==> config.mk <==
export PLATFORM = sky130hd
export DESIGN_NAME = vic_top
export DESIGN_NICKNAME = d
export VERILOG_FILES = /design/src/rtl/vic_pkg.sv /design/src/rtl/vic_src_merge.sv /design/src/rtl/vic_pick.sv /design/src/rtl/vic_svc_next.sv /design/src/rtl/vic_top.sv
export SDC_FILE = /design/constraint.sdc
export NUM_CORES = 1
export LEC_CHECK = 0
export BUFFER_PORTS_ARGS = -buffer_cell sky130_fd_sc_hd__buf_2
export CELL_PAD_IN_SITES_DETAIL_PLACEMENT = 1
export CELL_PAD_IN_SITES_GLOBAL_PLACEMENT = 1
export CORE_MARGIN = 2
export CORE_UTILIZATION = 35
export DETAILED_ROUTE_END_ITERATION = 6
export PLACE_DENSITY = 0.79
export SYNTH_ARGS = -nofsm -noshare
export SYNTH_HDL_FRONTEND = slang
export SYNTH_HIERARCHICAL = 1
export SYNTH_SLANG_ARGS = --single-unit
==> constraint.sdc <==
create_clock -name clk -period 3 [get_ports clk]
set_input_delay 0.15 -clock clk [delete_from_list [all_inputs] [get_ports clk]]
set_output_delay 0.15 -clock clk [all_outputs]
set_load 0.01 [all_outputs]
==> src/rtl/vic_pkg.sv <==
package vic_pkg;
    localparam int NSRC    = 6;
    localparam int IDX_W   = $clog2(NSRC);
    localparam int REG_W   = 8;
    localparam int VEC_W   = 16;
    localparam int VEC_BASE = 3;
    localparam int VEC_STEP = 8;
    localparam int MASTER_BIT = 7;
    localparam logic [REG_W-1:0] ENA_MASK = 8'hBF;
    localparam logic [REG_W-1:0] PRI_MASK = 8'h3F;

    typedef enum logic { LVL_LO = 1'b0, LVL_HI = 1'b1 } lvl_e;

    typedef struct packed {
        logic [REG_W-1:0] ena;
        logic [REG_W-1:0] pri;
        logic [1:0]       svc;
        logic             req;
        lvl_e             lvl;
        logic [VEC_W-1:0] vec;
    } vic_state_t;
endpackage

==> src/rtl/vic_src_merge.sv <==
module vic_src_merge
    import vic_pkg::*;
(
    input  logic [7:0]       flags_in,
    input  logic [REG_W-1:0] ena,
    input  logic [REG_W-1:0] pri,
    output logic [NSRC-1:0]  hi_cand,
    output logic [NSRC-1:0]  lo_cand
);
    logic [NSRC-1:0] raw_pend;
    logic [NSRC-1:0] live;

    always_comb begin
        raw_pend[0] = flags_in[0];
        raw_pend[1] = flags_in[1];
        raw_pend[2] = flags_in[2];
        raw_pend[3] = flags_in[3];
        raw_pend[4] = flags_in[4] | flags_in[5];
        raw_pend[5] = flags_in[6] | flags_in[7];
        live    = raw_pend & ena[NSRC-1:0] & {NSRC{ena[MASTER_BIT]}};
        hi_cand = live & pri[NSRC-1:0];
        lo_cand = live & ~pri[NSRC-1:0];
    end
endmodule

==> src/rtl/vic_pick.sv <==
module vic_pick
    import vic_pkg::*;
#(
    parameter int N  = NSRC,
    parameter int IW = $clog2(N)
) (
    input  logic          clk,
    input  logic          rst_n,
    input  logic [N-1:0]  cand,
    output logic          found,
    output logic [IW-1:0] idx
);
    always_comb begin
        found = 1'b0;
        idx   = '0;
        for (int i = N - 1; i >= 0; i--) begin
            if (cand[i]) begin
                found = 1'b1;
                idx   = IW'(i);
            end
        end
    end

    // the chosen candidate is set and no lower-index candidate is set
    a_r7_lowest_wins: assert property (@(posedge clk) disable iff (!rst_n)
        found |-> (cand[idx] && ((cand & ((N'(1) << idx) - N'(1))) == '0)));
endmodule

==> src/rtl/vic_svc_next.sv <==
module vic_svc_next
    import vic_pkg::*;
(
    input  logic       clk,
    input  logic       rst_n,
    input  logic [1:0] svc_q,
    input  logic       reti,
    input  logic       take,
    input  lvl_e       take_lvl,
    output logic [1:0] svc_d
);
    logic [1:0] after_ret;

    always_comb begin
        after_ret = svc_q;
        if (reti) begin
            if (svc_q[1]) after_ret[1] = 1'b0;
            else          after_ret[0] = 1'b0;
        end
        svc_d = after_ret;
        if (take) svc_d[take_lvl] = 1'b1;
    end

    // a return with high in service drops it unless a high vector is taken
    a_r10_ret_high: assert property (@(posedge clk) disable iff (!rst_n)
        (reti && svc_q[1] && !(take && take_lvl == LVL_HI)) |-> !svc_d[1]);
    // a return with only low in service drops low unless a low vector is taken
    a_r10_ret_low: assert property (@(posedge clk) disable iff (!rst_n)
        (reti && !svc_q[1] && !(take && take_lvl == LVL_LO)) |-> !svc_d[0]);
endmodule

==> src/rtl/vic_top.sv <==
module vic_top
    import vic_pkg::*;
(
    input  logic             clk,
    input  logic             rst_n,
    input  logic             ena_wr,
    input  logic             pri_wr,
    input  logic [7:0]       wr_data,
    input  logic [7:0]       flags_in,
    input  logic             irq_ack,
    input  logic             irq_reti,
    output logic [7:0]       ena_rd,
    output logic [7:0]       pri_rd,
    output logic             irq_req,
    output logic             irq_lvl,
    output logic [VEC_W-1:0] irq_vec,
    output logic [1:0]       in_svc
);
    vic_state_t st_q, st_d;

    logic [NSRC-1:0]  hi_cand, lo_cand;
    logic [NSRC-1:0]  cand [2];
    logic [1:0]       lvl_found;
    logic [IDX_W-1:0] lvl_idx [2];
    logic [1:0]       svc_d;
    logic             hi_ok, lo_ok;
    logic [IDX_W-1:0] win_idx;

    vic_src_merge u_merge (
        .flags_in (flags_in),
        .ena      (st_q.ena),
        .pri      (st_q.pri),
        .hi_cand  (hi_cand),
        .lo_cand  (lo_cand)
    );

    assign cand[LVL_LO] = lo_cand;
    assign cand[LVL_HI] = hi_cand;

    for (genvar g = 0; g < 2; g++) begin : g_level
        vic_pick #(.N(NSRC), .IW(IDX_W)) u_pick (
            .clk   (clk),
            .rst_n (rst_n),
            .cand  (cand[g]),
            .found (lvl_found[g]),
            .idx   (lvl_idx[g])
        );
    end

    vic_svc_next u_svc (
        .clk      (clk),
        .rst_n    (rst_n),
        .svc_q    (st_q.svc),
        .reti     (irq_reti),
        .take     (irq_ack && st_q.req),
        .take_lvl (st_q.lvl),
        .svc_d    (svc_d)
    );

    always_comb begin
        st_d = st_q;
        if (ena_wr) st_d.ena = wr_data & ENA_MASK;
        if (pri_wr) st_d.pri = wr_data & PRI_MASK;
        st_d.svc = svc_d;
        hi_ok    = lvl_found[LVL_HI] && !svc_d[1];
        lo_ok    = lvl_found[LVL_LO] && (svc_d == 2'b00);
        win_idx  = hi_ok ? lvl_idx[LVL_HI] : lvl_idx[LVL_LO];
        st_d.req = hi_ok || lo_ok;
        st_d.lvl = hi_ok ? LVL_HI : LVL_LO;
        st_d.vec = (hi_ok || lo_ok)
                 ? VEC_W'(VEC_BASE) + VEC_W'(win_idx) * VEC_W'(VEC_STEP)
                 : '0;
    end

    always_ff @(posedge clk or negedge rst_n) begin
        if (!rst_n) st_q <= '0;
        else        st_q <= st_d;
    end

    assign ena_rd  = st_q.ena;
    assign pri_rd  = st_q.pri;
    assign irq_req = st_q.req;
    assign irq_lvl = st_q.lvl;
    assign irq_vec = st_q.vec;
    assign in_svc  = st_q.svc;

    // master switch off means no request on the following cycle
    a_r3_master_off: assert property (@(posedge clk) disable iff (!rst_n)
        !ena_rd[MASTER_BIT] |=> !irq_req);
    // unused register bits never hold a 1
    a_r2_r4_unused_bits: assert property (@(posedge clk) disable iff (!rst_n)
        !ena_rd[6] && (pri_rd[7:6] == 2'b00));
    // a presented vector lies on the 8-byte grid starting at 0x0003
    a_r5_vec_grid: assert property (@(posedge clk) disable iff (!rst_n)
        irq_req |-> (irq_vec[2:0] == 3'd3 && irq_vec <= 16'h002B));
    // a low-level request only while nothing is in service
    a_r9_low_blocked: assert property (@(posedge clk) disable iff (!rst_n)
        (irq_req && !irq_lvl) |-> (in_svc == 2'b00));
    // a high-level request only while high is not in service
    a_r8_high_free: assert property (@(posedge clk) disable iff (!rst_n)
        (irq_req && irq_lvl) |-> !in_svc[1]);
    // taking a request marks its level in service
    a_r10_take_marks: assert property (@(posedge clk) disable iff (!rst_n)
        (irq_ack && irq_req) |=> in_svc[$past(irq_lvl)]);
endmodule

## After elaboration in Yosys (flattened, before gate mapping)

Cells that the tools add are included.

| operators by class | value |
|---|---|
| add/subtract/negate cells | 1 |
| order comparisons | 2 |
| multiplexer cells | 32 |
| bitwise operators | 8 |
| reductions and logical operators | 7 |

Operator list:

| cell | number |
|---|---|
| 3-bit 2-to-1 mux | 13 |
| 6-bit AND | 4 |
| 1-bit 2-to-1 mux | 15 |
| 2-bit by 6-bit adder with 7-bit output, first input constant | 1 |
| 7-bit 2-to-1 mux | 1 |
| 6-bit inverter | 1 |
| 1-bit logical AND | 4 |
| 2-bit 2-to-1 mux | 2 |
| 2-bit zero test | 1 |
| 1-bit by 2-bit < comparator with 1-bit output, second input constant | 1 |
| 1-bit OR | 2 |
| 2-bit OR | 1 |
| 1-bit demux with 1-bit select | 1 |
| 1-bit >= comparator, second input constant | 1 |
| 1-bit zero test | 1 |
| 1-bit logical OR | 1 |

| word-level totals | value |
|---|---|
| flip-flop bits (word level) | 24 |
| bits of input ports | 22 |
| output and inout port bits | 36 |

## Longest topological paths before layout

| logic depth | value |
|---|---|
| word-level depth | 14 |
| gate-level depth with buffers | 6 |
| mapped depth without buffers | 6 |

## By module

The synthesis kept the hierarchy.

By module, submodules not included:

| module | times used | cells an instance | area an instance (sq um) | seq. area each (sq um) |
|---|---|---|---|---|
| vic_top | 1 | 66 | 927.1 | 500.5 |
| vic_pick | 2 | 10 | 57.6 | 0.0 |
| vic_src_merge | 1 | 24 | 102.6 | 0.0 |
| vic_svc_next | 1 | 6 | 31.3 | 0.0 |

## Worst setup path before layout

OpenSTA, ideal clock, no wires.

| timing path | value |
|---|---|
| path kind | register to register |
| from | register st_q (netlist bit ena_rd[7]) |
| to | register st_q (netlist bit irq_vec[3]) |
| setup time | 0.080 ns |
| arrival time | 1.358 ns |
| required time | 2.920 ns |
| slack | 1.562 ns |
| stages on the path, launching flop included | 7 |
| period minus slack after synthesis | 1.438 ns |
| cells stage by stage | dfrtp_1 -> nand3_1 -> nor2_1 -> nor4_2 -> nand2_1 -> nand4bb_1 -> a21oi_1 |

RTL lines:

| element | line | text |
|---|---|---|
| start, declared | vic_top.sv:19 | `vic_state_t st_q, st_d;` |
| start signal, assigned | vic_top.sv:77 | `else st_q <= st_d;` |

==> impl_metrics.csv <==
group,metric,value,unit
placed_design,place_inst,199,
synthesis,synth_common_cells,"dfrtp_1 (20), nor2_1 (19), buf_4 (16)",
timing,fin_tns_setup,0,ns
grt,grt_pass1_wl,3860,um
floorplanning,rows,21,
worst_setup_path,slowest_stage,"dfrtp_1",
pwr,power.leakage,0.736,nW
clock_tree,clk_pin_slew,0.11,ns
placed_design,placedInstanceArea,0.00135,mm^2
synthesis,synth_most_common_cell,"dfrtp_1",
timing,max_slew_margin,0.557,
cells_and_area,fin_area,0.00140,mm^2
grt,grt_pass1_vias,941,
clock_tree,clock_path_buffers,2,
worst_setup_path,crit_arrival,1.97,ns
synthesis,postSynthAreaPerCell,10.1,um^2
synthesis,yosysTopAreaCell,"dfrtp_1",
floorplanning,die_w,62.0,um
floorplanning,core,0.00328,mm^2
worst_setup_path,cp_cell_sequence,"nand3_1, nor2_1, nor2_1, a221oi_1, nand4bb_1, a21oi_1",
synthesis,yosys_warnings,6,
clock_tree,clock-root-buffer,"clkbuf_4",
route,first_pass_iters,4,
status,status,"complete, no violations",
route,wl_per_cell,11.9,um
clock_tree,numCtsBuffers,3,
synthesis,syn_inst,116,
worst_setup_path,crit_path_start_kind,"register",
worst_setup_path,crit_fanout,8,
grt,antenna_found_initial,0,
clock_tree,htree_levels,1,
timing,final-setup-viol-count,0,
clock_tree,clock_latency,0.29,ns
hold_path,min_path_type,"in2reg",
route,vias,920,
floorplanning,dieArea,0.00384,mm^2
cells_and_area,insertedDiodeCount,0,
floorplanning,die_h,62.0,um
cells_and_area,final_layout_size_suffix_gt1_frac,0.386,
timing,post-route-period-util,0.583,
route,avgViaCountPerCell,4.51,
placed_design,numPortBuffers,42,
timing,hold_viol_final,0,
route,ant_nets,0,
clock_tree,cts_tree,"done",
grt,grt_max_degree,21,
synthesis,ys.flop_type,"dfrtp_1",
cells_and_area,layout.area.seq,500,um^2
timing,post-route-min-period,1.75,ns
timing,fin_ws,1.25,ns
worst_setup_path,crit_top_cell,"nor2_1",
worst_setup_path,required,3.22,ns
floorplanning,start_util,0.358,
cells_and_area,multi_input_comb_area,541,um^2
pwr,power-per-cell-area,519,mW/mm^2
route,drtIter0Drc,7,
grt,overflow,0,
synthesis,synth_area,0.00118,mm^2
worst_setup_path,cp_slowest_stage_delay,0.52,ns
cells_and_area,finalNonFillerCells,204,
route,drc,0,
timing,maxSlewViolCount,0,
worst_setup_path,critPathCaptureType,"register",
cells_and_area,final_nets,181,
synthesis,synth_cell_type_count,20,
synthesis,synth_edf_count,0,
timing,fmax,571,MHz
cells_and_area,area_delta_synth_final,18.7,%
job,cap_violations,0,
synthesis,synth_top_cell_area_share,0.426,
timing,fin_worst_skew,0.00445,ns
placed_design,dp_slack,1.32,ns
placed_design,place_congestion,0.785,
clock_tree,cts_hold_buffers,1,
pwr,irDropWorstVdd,223,uV
route,postRouteWirelength,2430,um
timing,rsz0062_at_grt,"false",
synthesis,ys_async_sr_fraction,1.00,
worst_setup_path,path_class,"reg2reg",
cells_and_area,fin_util,0.425,
placed_design,place_hpwl,1930,um
cells_and_area,fillerInstances,408,
grt,grt_use_total,0.134,
clock_tree,clkSinkCount,20,
synthesis,synth-seq-area-share,0.426,
synthesis,synth_area_leaders,"dfrtp_1 (43%), mux2_4 (17%), buf_4 (10%), nor2_1 (6.1%), inv_1 (3.5%)",
synthesis,ys_ff_latch,20,
clock_tree,cts.repair.resized,0,
clock_tree,post_cts_buffers,0,
timing,worst_pin_slew,0.658,ns
floorplanning,ios,58,
worst max-delay path, delay by kind of cell (launching register included):
kind | cells | cell delay, ns
and+or+nand+nor | 4 | 0.68
DFF | 1 | 0.52
AOI/OAI and AO/OA | 2 | 0.46
through the flow:
| step | hold WS (ns) | power (mW) |
|---|---|---|
| 2_1_floorplan | -0.146 | 0.514 |
| 6_report | 0.0812 | 0.724 |
| 5_1_grt | 0.0535 | 0.787 |
| 4_1_cts | 0.0716 | 0.737 |
| 3_5_place_dp | 0.123 | 0.577 |
| 3_3_place_gp | 0.113 | 0.567 |
logic make-up (layout without fill, tap and decap cells):
| kind of cell | count (synthesis) | in the layout | synth area share |
|---|---|---|---|
| simple gates | 43 | 43 | 0.193 |
| buf+inv | 29 | 58 | 0.156 |
| flops | 20 | 20 | 0.426 |
| mux | 13 | 13 | 0.166 |
| compound gates | 10 | 10 | 0.0564 |
| other cells | 1 | 14 | 0.00319 |
routing by layer:
layer  global-route usage  part of all wire  vias up
li1                     -                 -      436
met1                0.170              0.42      434
met2                0.235              0.51       48
met3               0.0186             0.065        2
met4               0.0395            0.0058        0
met5                    0                 0        -
report_power, final:
| group | switching (mW) | internal [mW] | total [mW] | leakage (nW) |
|---|---|---|---|---|
| registers | 0.0304 | 0.309 | 0.340 | 0.244 |
| clock network | 0.0803 | 0.0739 | 0.154 | 0.0210 |
| logic | 0.121 | 0.109 | 0.231 | 0.471 |
final timing paths:
path	start	to	slack, ns	depth (start not counted)
min in group asynchronous	rst_n	pri_rd[2]	0.33	2
max	ena_rd[7]	irq_vec[3]	1.25	6
min reg2reg	ena_rd[4]	ena_rd[4]	0.55	1
max reg2reg	ena_rd[7]	irq_vec[3]	1.25	6
min	wr_data[7]	ena_rd[7]	0.08	2
max in group asynchronous	rst_n	irq_vec[4]	2.36	2
sequential cells by signal, summed over array words and instances (netlist names):
signal	count
irq_lvl	1
ena_rd	7
pri_rd	6
in_svc	2
irq_vec	4
layout make-up:
class	instances	share of cell area
Sequential cell	20	0.358
Clock buffer	4	0.0260
Timing Repair Buffer	43	0.158
Tap cell	46	0.0412
Multi-Input combinational cell	80	0.387
Inverter	11	0.0296
cell usage in the layout, fill, tap and decap left out:
master and count:
and2_1 1, buf_2 42, nor4_2 2, clkbuf_8 1
a22o_1 1, nand2_1 6, o211ai_1 2, conb_1 14
nor3_1 2, nor2_1 19, inv_1 11, mux2_4 13
nand2b_1 4, nand3_1 4, clkbuf_4 3, nand4bb_1 3
a21oi_1 4, dfrtp_1 20, dlygate4sd3_1 1, nor2b_1 2
a221oi_1 2, o21ai_0 1
Note: power is estimated with default switching activity, not from simulation.
